===== config.mk =====
export PLATFORM = sky130hd
export DESIGN_NAME = aud_clk_div
export DESIGN_NICKNAME = d
export VERILOG_FILES = /design/src/rtl/acd_pkg.sv /design/src/rtl/acd_cfg_hold.sv /design/src/rtl/acd_prescale.sv /design/src/rtl/acd_post_stage.sv /design/src/rtl/acd_frame_stage.sv /design/src/rtl/aud_clk_div.sv
export SDC_FILE = /design/constraint.sdc
export NUM_CORES = 1
export LEC_CHECK = 0
export CORE_ASPECT_RATIO = 0.9
export CORE_UTILIZATION = 61
export CTS_CLUSTER_DIAMETER = 120
export DETAILED_ROUTE_END_ITERATION = 8
export DONT_BUFFER_PORTS = 1
export GPL_TIMING_DRIVEN = 0
export PLACE_DENSITY = 0.75
export SETUP_SLACK_MARGIN = 0.15
export SYNTH_ARGS = -nofsm -noshare
export SYNTH_HDL_FRONTEND = slang
export SYNTH_SLANG_ARGS = --single-unit
export TNS_END_PERCENT = 30

===== constraint.sdc =====
create_clock -name clk_i -period 16.85 [get_ports clk_i]
set_clock_uncertainty 0.05 [all_clocks]
set_input_delay 0.8425 -clock clk_i [delete_from_list [all_inputs] [get_ports clk_i]]
set_output_delay 0.8425 -clock clk_i [all_outputs]
set_load 0.1 [all_outputs]

===== src/rtl/acd_pkg.sv =====
package acd_pkg;

  localparam int unsigned PRE_W         = 8;
  localparam int unsigned CNT_W         = PRE_W + 1;
  localparam int unsigned STD_SLOT_BITS = 32;
  localparam int unsigned DSP_SLOT_BITS = 16;
  localparam int unsigned STD_MCLK_FS   = 256;
  localparam int unsigned DSP_MCLK_FS   = 128;
  localparam int unsigned MAX_FRAME     = 2 * STD_SLOT_BITS;
  localparam int unsigned FRAME_W       = $clog2(MAX_FRAME) + 1;
  localparam int unsigned MAX_POST      = STD_MCLK_FS / STD_SLOT_BITS;
  localparam int unsigned POST_W        = $clog2(MAX_POST) + 1;

  typedef struct packed {
    logic [PRE_W-1:0] pre;
    logic             odd;
    logic             mclk_en;
    logic             wide;
    logic             dsp;
  } cfg_t;

  // Division ratio; an all-zero setting bypasses (ratio one).
  function automatic logic [CNT_W-1:0] f_ratio(input logic [PRE_W-1:0] pre, input logic odd);
    logic [CNT_W-1:0] r;
    r = {pre, 1'b0} + CNT_W'(odd);
    return (r == '0) ? CNT_W'(1) : r;
  endfunction

  // High phase length: ceil(ratio/2).
  function automatic logic [CNT_W-1:0] f_high(input logic [CNT_W-1:0] r);
    logic [CNT_W:0] t;
    t = {1'b0, r} + 1'b1;
    return t[CNT_W:1];
  endfunction

  function automatic logic f_illegal(input logic [PRE_W-1:0] pre, input logic odd);
    return (pre == PRE_W'(1)) && odd;
  endfunction

  function automatic logic [FRAME_W-1:0] f_frame_bits(input logic dsp, input logic wide);
    int unsigned b;
    b = dsp ? DSP_SLOT_BITS : STD_SLOT_BITS;
    if (wide) b = b * 2;
    return FRAME_W'(b);
  endfunction

  function automatic logic [POST_W-1:0] f_post(input logic dsp, input logic wide);
    int unsigned m;
    m = dsp ? DSP_MCLK_FS : STD_MCLK_FS;
    return POST_W'(m / int'(f_frame_bits(dsp, wide)));
  endfunction

endpackage


===== src/rtl/acd_cfg_hold.sv =====
module acd_cfg_hold
  import acd_pkg::*;
(
  input  logic clk_i,
  input  logic rst_i,
  input  logic load_i,
  input  cfg_t cfg_i,
  output cfg_t cfg_o,
  output logic err_o
);

  cfg_t shadow_q;

  always_ff @(posedge clk_i) begin
    if (rst_i)       shadow_q <= '0;
    else if (load_i) shadow_q <= cfg_i;
  end

  assign cfg_o = shadow_q;
  assign err_o = f_illegal(shadow_q.pre, shadow_q.odd);

endmodule


===== src/rtl/acd_prescale.sv =====
module acd_prescale #(
  parameter int unsigned W = 9
) (
  input  logic         clk_i,
  input  logic         rst_i,
  input  logic         start_i,
  input  logic         active_i,
  input  logic [W-1:0] ratio_i,
  input  logic [W-1:0] high_i,
  output logic [W-1:0] cnt_o,
  output logic         tick_o,
  output logic         lvl_o
);

  logic [W-1:0] cnt_q;

  assign tick_o = active_i && (cnt_q == ratio_i - 1'b1);

  always_ff @(posedge clk_i) begin
    if (rst_i || start_i)  cnt_q <= '0;
    else if (active_i)     cnt_q <= tick_o ? '0 : cnt_q + 1'b1;
  end

  assign cnt_o = cnt_q;
  assign lvl_o = (cnt_q < high_i);

endmodule


===== src/rtl/acd_post_stage.sv =====
module acd_post_stage #(
  parameter int unsigned W = 4
) (
  input  logic         clk_i,
  input  logic         rst_i,
  input  logic         start_i,
  input  logic         step_i,
  input  logic         bypass_i,
  input  logic [W-1:0] post_i,
  input  logic         plvl_i,
  output logic         tick_o,
  output logic         lvl_o
);

  logic [W-1:0] cnt_q;
  logic         wrap;

  assign wrap = (cnt_q == post_i - 1'b1);

  always_ff @(posedge clk_i) begin
    if (rst_i || start_i)          cnt_q <= '0;
    else if (step_i && !bypass_i)  cnt_q <= wrap ? '0 : cnt_q + 1'b1;
  end

  assign tick_o = bypass_i ? step_i : (step_i && wrap);
  assign lvl_o  = bypass_i ? plvl_i : (cnt_q < (post_i >> 1));

endmodule


===== src/rtl/acd_frame_stage.sv =====
module acd_frame_stage #(
  parameter int unsigned W = 7
) (
  input  logic         clk_i,
  input  logic         rst_i,
  input  logic         start_i,
  input  logic         step_i,
  input  logic         dsp_i,
  input  logic [W-1:0] bits_i,
  output logic         lvl_o
);

  logic [W-1:0] cnt_q;

  always_ff @(posedge clk_i) begin
    if (rst_i || start_i) cnt_q <= '0;
    else if (step_i)      cnt_q <= (cnt_q == bits_i - 1'b1) ? '0 : cnt_q + 1'b1;
  end

  assign lvl_o = dsp_i ? (cnt_q == '0) : (cnt_q >= (bits_i >> 1));

endmodule


===== src/rtl/aud_clk_div.sv =====
module aud_clk_div
  import acd_pkg::*;
(
  input  logic             clk_i,
  input  logic             rst_i,
  input  logic             port_en_i,
  input  logic [PRE_W-1:0] pre_i,
  input  logic             odd_i,
  input  logic             mclk_en_i,
  input  logic             wide_i,
  input  logic             dsp_i,
  input  logic             park_i,
  output logic             mclk_o,
  output logic             bclk_o,
  output logic             fsync_o,
  output logic             cfg_err_o
);

  localparam int unsigned NOUT = 3;

  cfg_t cfg_in, cfg_q;
  logic cfg_err;
  logic run_q, start_w, active_w;
  logic [CNT_W-1:0]   ratio_w, high_w, pcnt_w;
  logic               ptick_w, plvl_w;
  logic [POST_W-1:0]  post_w;
  logic               btick_w, blvl_w;
  logic [FRAME_W-1:0] fbits_w;
  logic               flvl_w;
  logic               cfg_mclk_w;
  logic [$bits(cfg_t)-1:0] cfg_bits_w;
  logic [NOUT-1:0]    lvl_next, out_q;

  assign cfg_in = '{pre: pre_i, odd: odd_i, mclk_en: mclk_en_i, wide: wide_i, dsp: dsp_i};

  acd_cfg_hold u_cfg (
    .clk_i (clk_i), .rst_i (rst_i), .load_i (!port_en_i),
    .cfg_i (cfg_in), .cfg_o (cfg_q), .err_o (cfg_err)
  );

  always_ff @(posedge clk_i) begin
    if (rst_i) run_q <= 1'b0;
    else       run_q <= port_en_i;
  end

  assign start_w    = port_en_i && !run_q;
  assign active_w   = run_q && !cfg_err;
  assign ratio_w    = f_ratio(cfg_q.pre, cfg_q.odd);
  assign high_w     = f_high(ratio_w);
  assign post_w     = f_post(cfg_q.dsp, cfg_q.wide);
  assign fbits_w    = f_frame_bits(cfg_q.dsp, cfg_q.wide);
  assign cfg_mclk_w = cfg_q.mclk_en;
  assign cfg_bits_w = cfg_q;

  acd_prescale #(.W(CNT_W)) u_pre (
    .clk_i (clk_i), .rst_i (rst_i), .start_i (start_w), .active_i (active_w),
    .ratio_i (ratio_w), .high_i (high_w),
    .cnt_o (pcnt_w), .tick_o (ptick_w), .lvl_o (plvl_w)
  );

  acd_post_stage #(.W(POST_W)) u_post (
    .clk_i (clk_i), .rst_i (rst_i), .start_i (start_w), .step_i (ptick_w),
    .bypass_i (!cfg_q.mclk_en), .post_i (post_w), .plvl_i (plvl_w),
    .tick_o (btick_w), .lvl_o (blvl_w)
  );

  acd_frame_stage #(.W(FRAME_W)) u_frame (
    .clk_i (clk_i), .rst_i (rst_i), .start_i (start_w), .step_i (btick_w),
    .dsp_i (cfg_q.dsp), .bits_i (fbits_w), .lvl_o (flvl_w)
  );

  assign lvl_next = {cfg_q.mclk_en && plvl_w, blvl_w, flvl_w};

  // One output register lane per clock output.
  for (genvar g = 0; g < NOUT; g++) begin : g_out
    always_ff @(posedge clk_i) begin
      if (rst_i)         out_q[g] <= 1'b0;
      else if (active_w) out_q[g] <= lvl_next[g];
      else if (park_i)   out_q[g] <= 1'b0;
    end
  end

  assign mclk_o    = out_q[2];
  assign bclk_o    = out_q[1];
  assign fsync_o   = out_q[0];
  assign cfg_err_o = cfg_err;

endmodule


# --- Word-level counts from Yosys, hierarchy flattened ---
# Cells that the tools add are included.
totals:
  reg_bits: 36
  output_inout_bits: 4
  word_cells: 55
op_classes:
  n_addsub: 8
  n_div: 1
  n_lt_le_gt_ge: 3
  eq_ne: 4
  mux: 14
  reduce_logical: 13
op_table:
  columns: ["operator", "n"]
  rows:
  - ["32-bit by 7-bit divider with 32-bit output", 1]
  - ["9-bit 2-to-1 mux", 3]
  - ["7-bit 2-to-1 mux", 2]
  - ["9-bit by 1-bit adder with 10-bit output, second input constant", 1]
  - ["9-bit by 1-bit adder with 9-bit output", 1]
  - ["9-bit by 1-bit adder with 9-bit output, second input constant", 1]
  - ["9-bit equality test", 1]
  - ["9-bit logical NOT", 1]
  - ["9-bit less-than comparator", 1]
  - ["9-bit by 1-bit subtractor with 9-bit output, second input constant", 1]
  - ["8-bit by 1-bit equality test with 1-bit output, second input constant", 1]
  - ["7-bit by 1-bit adder with 7-bit output, second input constant", 1]
  - ["7-bit equality test", 1]
  - ["7-bit by 6-bit greater-or-equal comparator with 1-bit output", 1]
  - ["1-bit logical AND", 7]
  - ["7-bit logical NOT", 1]
  - ["1-bit 2-to-1 mux", 7]
  - ["7-bit by 1-bit subtractor with 7-bit output, second input constant", 1]
  - ["6-bit 2-to-1 mux", 1]
  - ["4-bit by 1-bit adder with 4-bit output, second input constant", 1]
  - ["4-bit equality test", 1]
  - ["4-bit by 3-bit less-than comparator with 1-bit output", 1]
  - ["4-bit 2-to-1 mux", 1]
  - ["4-bit by 1-bit subtractor with 4-bit output, second input constant", 1]
  - ["3 further kinds", 4]

# --- Logic depth before layout (Yosys ltp) ---
# Gate-level depths: netlist of run 1.
depth:
  ltp_word: 8
  depth_mapped: 36
  depth_no_buf: 29

# --- Cells and area by module ---
# From an unflattened synthesis of run 1, not the netlist that was laid out.
unflattened:
  hier_cells: 727
  hier_area_um2: 5442.7
modules_own_cells:
  columns: ["mod", "instances", "cells_each", "area_per_inst_um2", "seq_area_each_um2"]
  rows:
  - ["aud_clk_div", 1, 427, 2844.0, 80.1]
  - ["acd_prescale", 1, 122, 1038.5, 180.2]
  - ["acd_frame_stage", 1, 91, 743.2, 140.1]
  - ["acd_cfg_hold", 1, 41, 444.2, 240.2]
  - ["acd_post_stage", 1, 46, 372.9, 80.1]

# --- Worst setup path before layout of run 1 ---
# OpenSTA, ideal clock, no wires.
synth_timing:
  path_kind: "reg2reg"
  start: "register u_cfg.shadow_q (netlist bit u_cfg.cfg_o[0])"
  end: "register u_frame.cnt_q[2]"
  arrival_time_ns: 7.108
  required_ns: 16.730
  path_slack_ns: 9.622
  path_stages_with_launch: 33
  n_path_buf: 4
  synth_period_minus_slack_ns: 7.228
  path_cell_list: "dfxtp_1 -> clkbuf_1 -> inv_1 -> ha_1 -> buf_2 -> clkinv_1 -> ha_1 -> or3b_4 -> o21ai_4 -> nand2_4 -> buf_6 -> a32oi_1 -> nand3_1 -> o211ai_2 -> a211oi_1 -> or4_1 -> o211a_1 -> buf_6 -> a2111oi_4 -> o2111ai_1 -> xor2_1 -> nor4_2 -> a21o_1 -> o21a_1 -> inv_1 -> ha_1 -> xor2_1 -> xnor2_1 -> nor4_1 -> o211ai_1 -> o311a_1 -> or4_1 -> a21oi_1"
synth_between:
  elab_chain_cells: 7
  elab_cells_between_ends: 11
  classes_between: "2 x add/sub; 1 x div; 2 x eq/ne; 5 x mux; 1 x reduce/logical"
synth_rtl:
  columns: ["item", "line", "rtl"]
  rows:
  - ["start, declared", "acd_cfg_hold.sv:12", "cfg_t shadow_q;"]
  - ["start signal, assigned", "acd_cfg_hold.sv:16", "else if (load_i) shadow_q <= cfg_i;"]
  - ["6-bit 2-to-1 mux", "acd_pkg.sv:42", "b = dsp ? DSP_SLOT_BITS : STD_SLOT_BITS;"]
  - ["7-bit 2-to-1 mux", "acd_pkg.sv:43", "if (wide) b = b * 2;"]
  - ["32-bit by 7-bit divider with 32-bit output", "acd_pkg.sv:50", "return POST_W'(m / int'(f_frame_bits(dsp, wide)));"]
  - ["4-bit by 1-bit subtractor with 4-bit output", "acd_post_stage.sv:18", "assign wrap = (cnt_q == post_i - 1'b1);"]
  - ["4-bit equality test", "acd_post_stage.sv:18", null]
  - ["1-bit logical AND", "acd_post_stage.sv:25", "assign tick_o = bypass_i ? step_i : (step_i && wrap);"]
  - ["1-bit 2-to-1 mux", "acd_post_stage.sv:25", null]
  - ["end signal, assigned", "acd_frame_stage.sv:17", "else if (step_i) cnt_q <= (cnt_q == bits_i - 1'b1) ? '0 : cnt_q + 1'b1;"]
  - ["end, declared", "acd_frame_stage.sv:13", "logic [W-1:0] cnt_q;"]
# Parallel ways exist; a longest one is shown, timed or not.
# A chain may end at the register's enable or synchronous reset.

# --- Final worst setup path of run 1 ---
# Same ends and word-level chain as after synthesis.

==> results.cfg, run 1 <==
[place]
io_buffers = 0
dp_hpwl_um = 12500
dpl_worst_slack_ns = 7.89
place_area_um2 = 5270
place_congestion = 1.00

[outcome]
status = completed

[finish]
drive_gt1_share_pct = 7.87
fin_nets = 772
regArea_um2 = 721
mostFrequentLayoutCell = nor2_1
postLayoutCoreUtil_pct = 66.2
final_area_um2 = 5360
mostFrequentLayoutCells = nor2_1 (81), nand2_1 (68), a21oi_1 (43)
multi_input_area_um2 = 4110
area_growth_syn_to_layout_pct = 4.23
fillerInstances = 750
n_antenna_cell = 0

[global_routing]
antenna_found_initial = 0
grt_pass1_vias = 4824
grt-ovfl-total = 0
grt.total_usage_pct = 36.0
grt_max_degree = 12
grt_pass1_wl_um = 25000

[critical_path]
r2r_end = u_frame.cnt_q[2]$_SDFFE_PP0P_
critPathMaxFanout = 11
slowest_delay_ns = 0.63
arrival_ns = 9.42
worst-path-stages = 32
crit_family = compound AO/OA/AOI/OAI gates
r2r_cells = 32
critPathSlowestCell = a2111oi_0
critical_path_required_ns = 17.03
rrSetupSlack_ns = 7.61
cp-start-kind = register
regToRegStartpoint = u_cfg.cfg_o[0]$_SDFFE_PP0N_
critPathKind = register to register
path_buf_inv = 7
critPathCaptureType = register

[power]
power_density_nw_per_um2 = 67.7
power_w = 0.000363
irDropWorstVdd_mv = 0.0426
leakagePower_nw = 2.14

[floorplanning]
core_area_um2 = 8110
placementRows = 31
io_pins = 20
die_area_um2 = 8810
die_x_um = 98.8
start_util_pct = 63.5
die_y_um = 89.1

[cts]
holdBufCountCts = 0
clk_pin_slew_ns = 0.08
numCtsBuffers = 5
htreeDepth = 2
clk_latency_ns = 0.30
ctsResizeCount = 0
tritoncts = done
cts-root-buf = clkbuf_8
clock_sinks = 36
cts_buffer_depth = 2
cts_setup_buffers = 0

[logic_synthesis]
syn-num-nets = 765
yosysWarnings = 0
syn_inst = 716
ys_seq_area_share_pct = 14.0
avgSynthCellArea_um2 = 7.19
synth-edff-count = 0
dominantRegCellSynth = dfxtp_1
synthesis.area_um2 = 5140
ys_types = 93
ys_ff_latch = 36
async_flop_share_pct = 0

[detailed_routing]
post_drt_wl_per_cell_um = 19.4
via_count = 5595
ant_nets = 0
vias_per_cell = 6.80
finalWirelength_um = 16000
drc = 0
drt_iter0_markers = 588
dr.pass1.iters = 5

[hold_path]
hold_path_class = register to register
min_from = u_frame.cnt_q[1]$_SDFFE_PP0P_
hold_path_end = u_frame.cnt_q[1]$_SDFFE_PP0P_
hold_depth = 2

[timing]
fin_tns_setup_ns = 0
rsz0062_at_grt = no
worst_slack_ns = 7.61
period_share_pct = 54.8
slew_viol_final = 0
timing_hold_violations_final = 0
setup_viol = 0
slew_headroom_pct = 24.2
worst_pin_slew_ns = 1.12
max_freq_mhz = 108
min_period_ns = 9.24

[flow_run]
maxCapViolCount = 0
## power by group
part	internal (W)	switching, W	total, W
clock	0.0000333	0.0000342	0.0000675
sequential	0.0000873	0.00000459	0.0000919
combinational	0.0000731	0.000131	0.000204
## cells in the mapped netlist, drive strengths merged, types with 20 or more instances
cell type	number	area, µm²
a21oi	46	257
clkbuf	26	98.8
dfxtp	36	721
ha	33	413
inv	22	82.6
nand2	70	273
nand3	33	175
nand4	20	125
nor2	82	310
o21ai	31	170
xor2	31	272
## kinds of logic (layout without fill, tap and decap cells)
group	count (synthesis)	after routing	share of synthesized area, %
XOR/XNOR	45	45	7.66
AND/OR/NAND/NOR	324	324	33.1
flip-flops	36	36	14.0
AO/OA/AOI/OAI	190	190	27.2
buffers and inverters	68	76	6.08
adder cells (fa/ha/maj)	33	33	8.03
multiplexers	20	20	3.92
## worst max path at each step
stage / startpoint / end / slack, ns
2_1_floorplan: u_cfg.cfg_o[0]$_SDFFE_PP0N_ / u_frame.cnt_q[2]$_SDFFE_PP0P_ / 9.62
3_3_place_gp: u_cfg.cfg_o[0]$_SDFFE_PP0N_ / u_frame.cnt_q[2]$_SDFFE_PP0P_ / 8.16
3_5_place_dp: u_cfg.cfg_o[0]$_SDFFE_PP0N_ / u_frame.cnt_q[2]$_SDFFE_PP0P_ / 7.89
4_1_cts: u_cfg.cfg_o[0]$_SDFFE_PP0N_ / u_frame.cnt_q[2]$_SDFFE_PP0P_ / 7.85
5_1_grt: u_cfg.cfg_o[0]$_SDFFE_PP0N_ / u_frame.cnt_q[2]$_SDFFE_PP0P_ / 7.00
6_report: u_cfg.cfg_o[0]$_SDFFE_PP0N_ / u_frame.cnt_q[2]$_SDFFE_PP0P_ / 7.61
## layout make-up
cell class | instances | share of cell area [%]
Clock buffer | 7 | 1.61
Inverter | 23 | 1.61
Buffer | 45 | 4.22
Clock inverter | 1 | 0.140
Sequential cell | 36 | 13.4
Multi-Input combinational cell | 612 | 76.7
Tap cell | 99 | 2.31
## tightest hold or removal path, delay by kind of cell, from the launching register on
kind / cells / cell delay [ns]
and+or+nand+nor: 1 / 0.06
DFF: 1 / 0.33
muxes: 1 / 0.06
## per-stage QoR
step,hold slack (ns),std cells
3_5_place_dp,0.436,815
6_report,0.446,823
4_1_cts,0.446,823
3_3_place_gp,0.428,815
2_1_floorplan,0.414,716
5_1_grt,0.476,823
## registers in the layout, indices dropped and copies added (netlist names)
| register | count |
|---|---|
| mclk_o | 1 |
| run_q | 1 |
| u_post.cnt_q | 4 |
| bclk_o | 1 |
| u_pre.cnt_o | 9 |
| u_cfg.cfg_o | 12 |
| fsync_o | 1 |
| u_frame.cnt_q | 7 |
## routing by layer
layer / part of all wire, % / vias to the layer above / global-route usage (%)
met5: 0 / - / 0
met4: 1.7 / 0 / 9.63
met3: 9.8 / 31 / 6.18
met2: 42 / 330 / 52.4
met1: 47 / 2574 / 54.0
li1: - / 2660 / -
No activity file was read; power rests on OpenSTA's default activity.
==> run 2, diff against run 1 <==
--- a/config.mk
+++ b/config.mk
@@ -5,13 +5,14 @@
 export SDC_FILE = /design/constraint.sdc
 export NUM_CORES = 1
 export LEC_CHECK = 0
+export ABC_AREA = 1
 export CORE_ASPECT_RATIO = 0.9
-export CORE_UTILIZATION = 61
+export CORE_UTILIZATION = 60
 export CTS_CLUSTER_DIAMETER = 120
 export DETAILED_ROUTE_END_ITERATION = 8
 export DONT_BUFFER_PORTS = 1
 export GPL_TIMING_DRIVEN = 0
-export PLACE_DENSITY = 0.75
+export PLACE_DENSITY = 0.77
 export SETUP_SLACK_MARGIN = 0.15
 export SYNTH_ARGS = -nofsm -noshare
 export SYNTH_HDL_FRONTEND = slang
==> constraint.sdc (replaced) <==
create_clock -name clk_i -period 8.4 [get_ports clk_i]
set_clock_uncertainty 0.05 [all_clocks]
set_input_delay 0.42 -clock clk_i [delete_from_list [all_inputs] [get_ports clk_i]]
set_output_delay 0.42 -clock clk_i [all_outputs]
set_load 0.1 [all_outputs]
==> results.cfg, run 2 <==
[timing]
worst_pin_slew_ns = 1.01
min_period_ns = 7.62
timing_hold_violations_final = 0
slew_viol_final = 0
period_share_pct = 90.7
setup_viol = 0
fin_tns_setup_ns = 0
max_freq_mhz = 131
slew_headroom_pct = 32.4
rsz0062_at_grt = no
worst_slack_ns = 0.780

[floorplanning]
start_util_pct = 62.1
die_x_um = 101
die_y_um = 91.5
core_area_um2 = 8610
placementRows = 32
io_pins = 20
die_area_um2 = 9290

[logic_synthesis]
syn_inst = 924
synth_top_family_by_area = simple AND/OR/NAND/NOR gates
synthesis.area_um2 = 5340
async_flop_share_pct = 0
synth_fa_ha_area_share_pct = 7.73
ys_types = 49
dominantRegCellSynth = dfxtp_1
synth-simple-area-share_pct = 46.5
yosysWarnings = 0
yosysTopAreaCell = nand2_1
syn-num-nets = 973
ys_seq_area_share_pct = 13.5
ys_top_cells_by_count = nand2_1 (229), inv_1 (121), nand3_1 (108), nor2_1 (93), a21oi_1 (42)
avgSynthCellArea_um2 = 5.78
synth.most_common_cell = nand2_1
synthMuxAreaShare_pct = 0
ys_ff_latch = 36
synth-edff-count = 0
yosys-top-cells-area = nand2_1 (16%), dfxtp_1 (13%), nand3_1 (10%)
synth_xor_area_share_pct = 7.70
synth_top_area_share_pct = 16.1
synth_compound_area_share_pct = 12.3

[detailed_routing]
drt_iter0_markers = 461
post_drt_wl_per_cell_um = 14.2
ant_nets = 0
dr.pass1.iters = 6
finalWirelength_um = 15000
drc = 0
via_count = 5996
vias_per_cell = 5.68

[finish]
fillerInstances = 803
drive_gt1_share_pct = 11.3
n_antenna_cell = 0
final_cells = 1056
largest_register_ffs = 12
postLayoutCoreUtil_pct = 66.4
mostFrequentLayoutCells = nand2_1 (229), inv_1 (120), nand3_1 (106)
area_growth_syn_to_layout_pct = 6.91
mostFrequentLayoutCell = nand2_1
fin_nets = 986

[place]
io_buffers = 0
dpl_worst_slack_ns = 0.0903
dp_hpwl_um = 12000
dp_cells = 1043
place_congestion = 0.985

[power]
power_density_nw_per_um2 = 168
leakagePower_nw = 2.89
irDropWorstVdd_mv = 0.149
power_w = 0.000960

[hold_path]
hold_path_class = input port to register

[global_routing]
grt_pass1_vias = 5607
met2_usage_pct = 60.0
grtUsageMet3_pct = 2.16
grt.total_usage_pct = 33.4
grt_pass1_wl_um = 25100
antenna_found_initial = 0
met1_usage_pct = 42.2
grt.busiest_layer = met2
grt_max_degree = 13
grt-ovfl-total = 0

[cts]
cts-root-buf = clkbuf_8
cts_buffer_depth = 2
numCtsBuffers = 5
holdBufCountCts = 0
clk_latency_ns = 0.30
clk_pin_slew_ns = 0.08
tritoncts = done
htreeDepth = 2
clock_sinks = 36

[critical_path]
cp-start-kind = register
critPathCaptureType = register
critPathMaxFanout = 12
critPathKind = register to register
arrival_ns = 7.73
critical_path_required_ns = 8.51
critPathSlowestCell = dfxtp_4
crit_top_cell = nand2_1
slowest_delay_ns = 0.40

[outcome]
status = completed

[flow_run]
maxCapViolCount = 0
-- run 2: cell families after synthesis --
| kind of cell | Yosys count |
|---|---|
| XOR/XNOR | 47 |
| AO/OA/AOI/OAI | 115 |
| AND/OR/NAND/NOR | 533 |
| buffers and inverters | 160 |
| flip-flops | 36 |
| adder cells (fa/ha/maj) | 33 |
-- run 2: cell type report --
cell class / count / area [µm²] / share of cell area (%)
repair buffers: 6 / 45.0 / 0.789
multi-input cells: 728 / 4040 / 70.7
flip-flops and latches: 36 / 726 / 12.7
plain buffers: 23 / 155 / 2.72
clock buffers: 6 / 72.6 / 1.27
clock inverters: 1 / 5.00 / 0.0876
inverters: 137 / 520 / 9.11
well taps: 119 / 149 / 2.61
-- run 2: routing by layer --
layer / wire, µm / vias to the layer above
li1: - / 3030
met1: 6630 / 2769
met2: 7390 / 172
met3: 738 / 25
met4: 268 / 0
met5: 0 / -
-- run 2: critical path: cells and delay by family (launching register included) --
kind            cells  cell delay (ns)
buf+inv            11             1.44
flops               1             0.40
simple gates       39             4.49
fa+ha+maj           3             0.65
compound gates      3             0.28
xor+xnor            1             0.15
-- run 2: path summary, 6_finish.rpt --
kind / startpoint / endpoint / slack (ns) / cells after the start
worst max-delay path: u_cfg.cfg_o[0]$_SDFFE_PP0N_ / u_frame.cnt_q[6]$_SDFFE_PP0P_ / 0.78 / 57
worst min-delay path: rst_i / run_q$_SDFF_PP0_ / 0.13 / 1
worst max register to register: u_cfg.cfg_o[0]$_SDFFE_PP0N_ / u_frame.cnt_q[6]$_SDFFE_PP0P_ / 0.78 / 57
worst min register to register: u_cfg.cfg_o[3]$_SDFFE_PP0N_ / u_cfg.cfg_o[3]$_SDFFE_PP0N_ / 0.46 / 2
-- run 2: stage by stage --
stage               hold slack [ns]  area, µm²
finish                        0.133       5710
global route                  0.133       5710
CTS                           0.133       5570
detailed placement            0.438       5490
global placement              0.431       5490
floorplan                     0.407       5340
-- run 2: repair_timing --
action,4_1_cts,5_1_grt
hold endpoints to repair,0,0
gates resized for setup,1,24
buffers inserted,0,6
pin swaps,0,3
endpoints found under the setup margin,7,11
-- run 2: power by group --
part / switching (W) / internal [W]
Sequential: 0.0000117 / 0.000176
Clock: 0.0000629 / 0.0000564
Combinational: 0.000444 / 0.000209
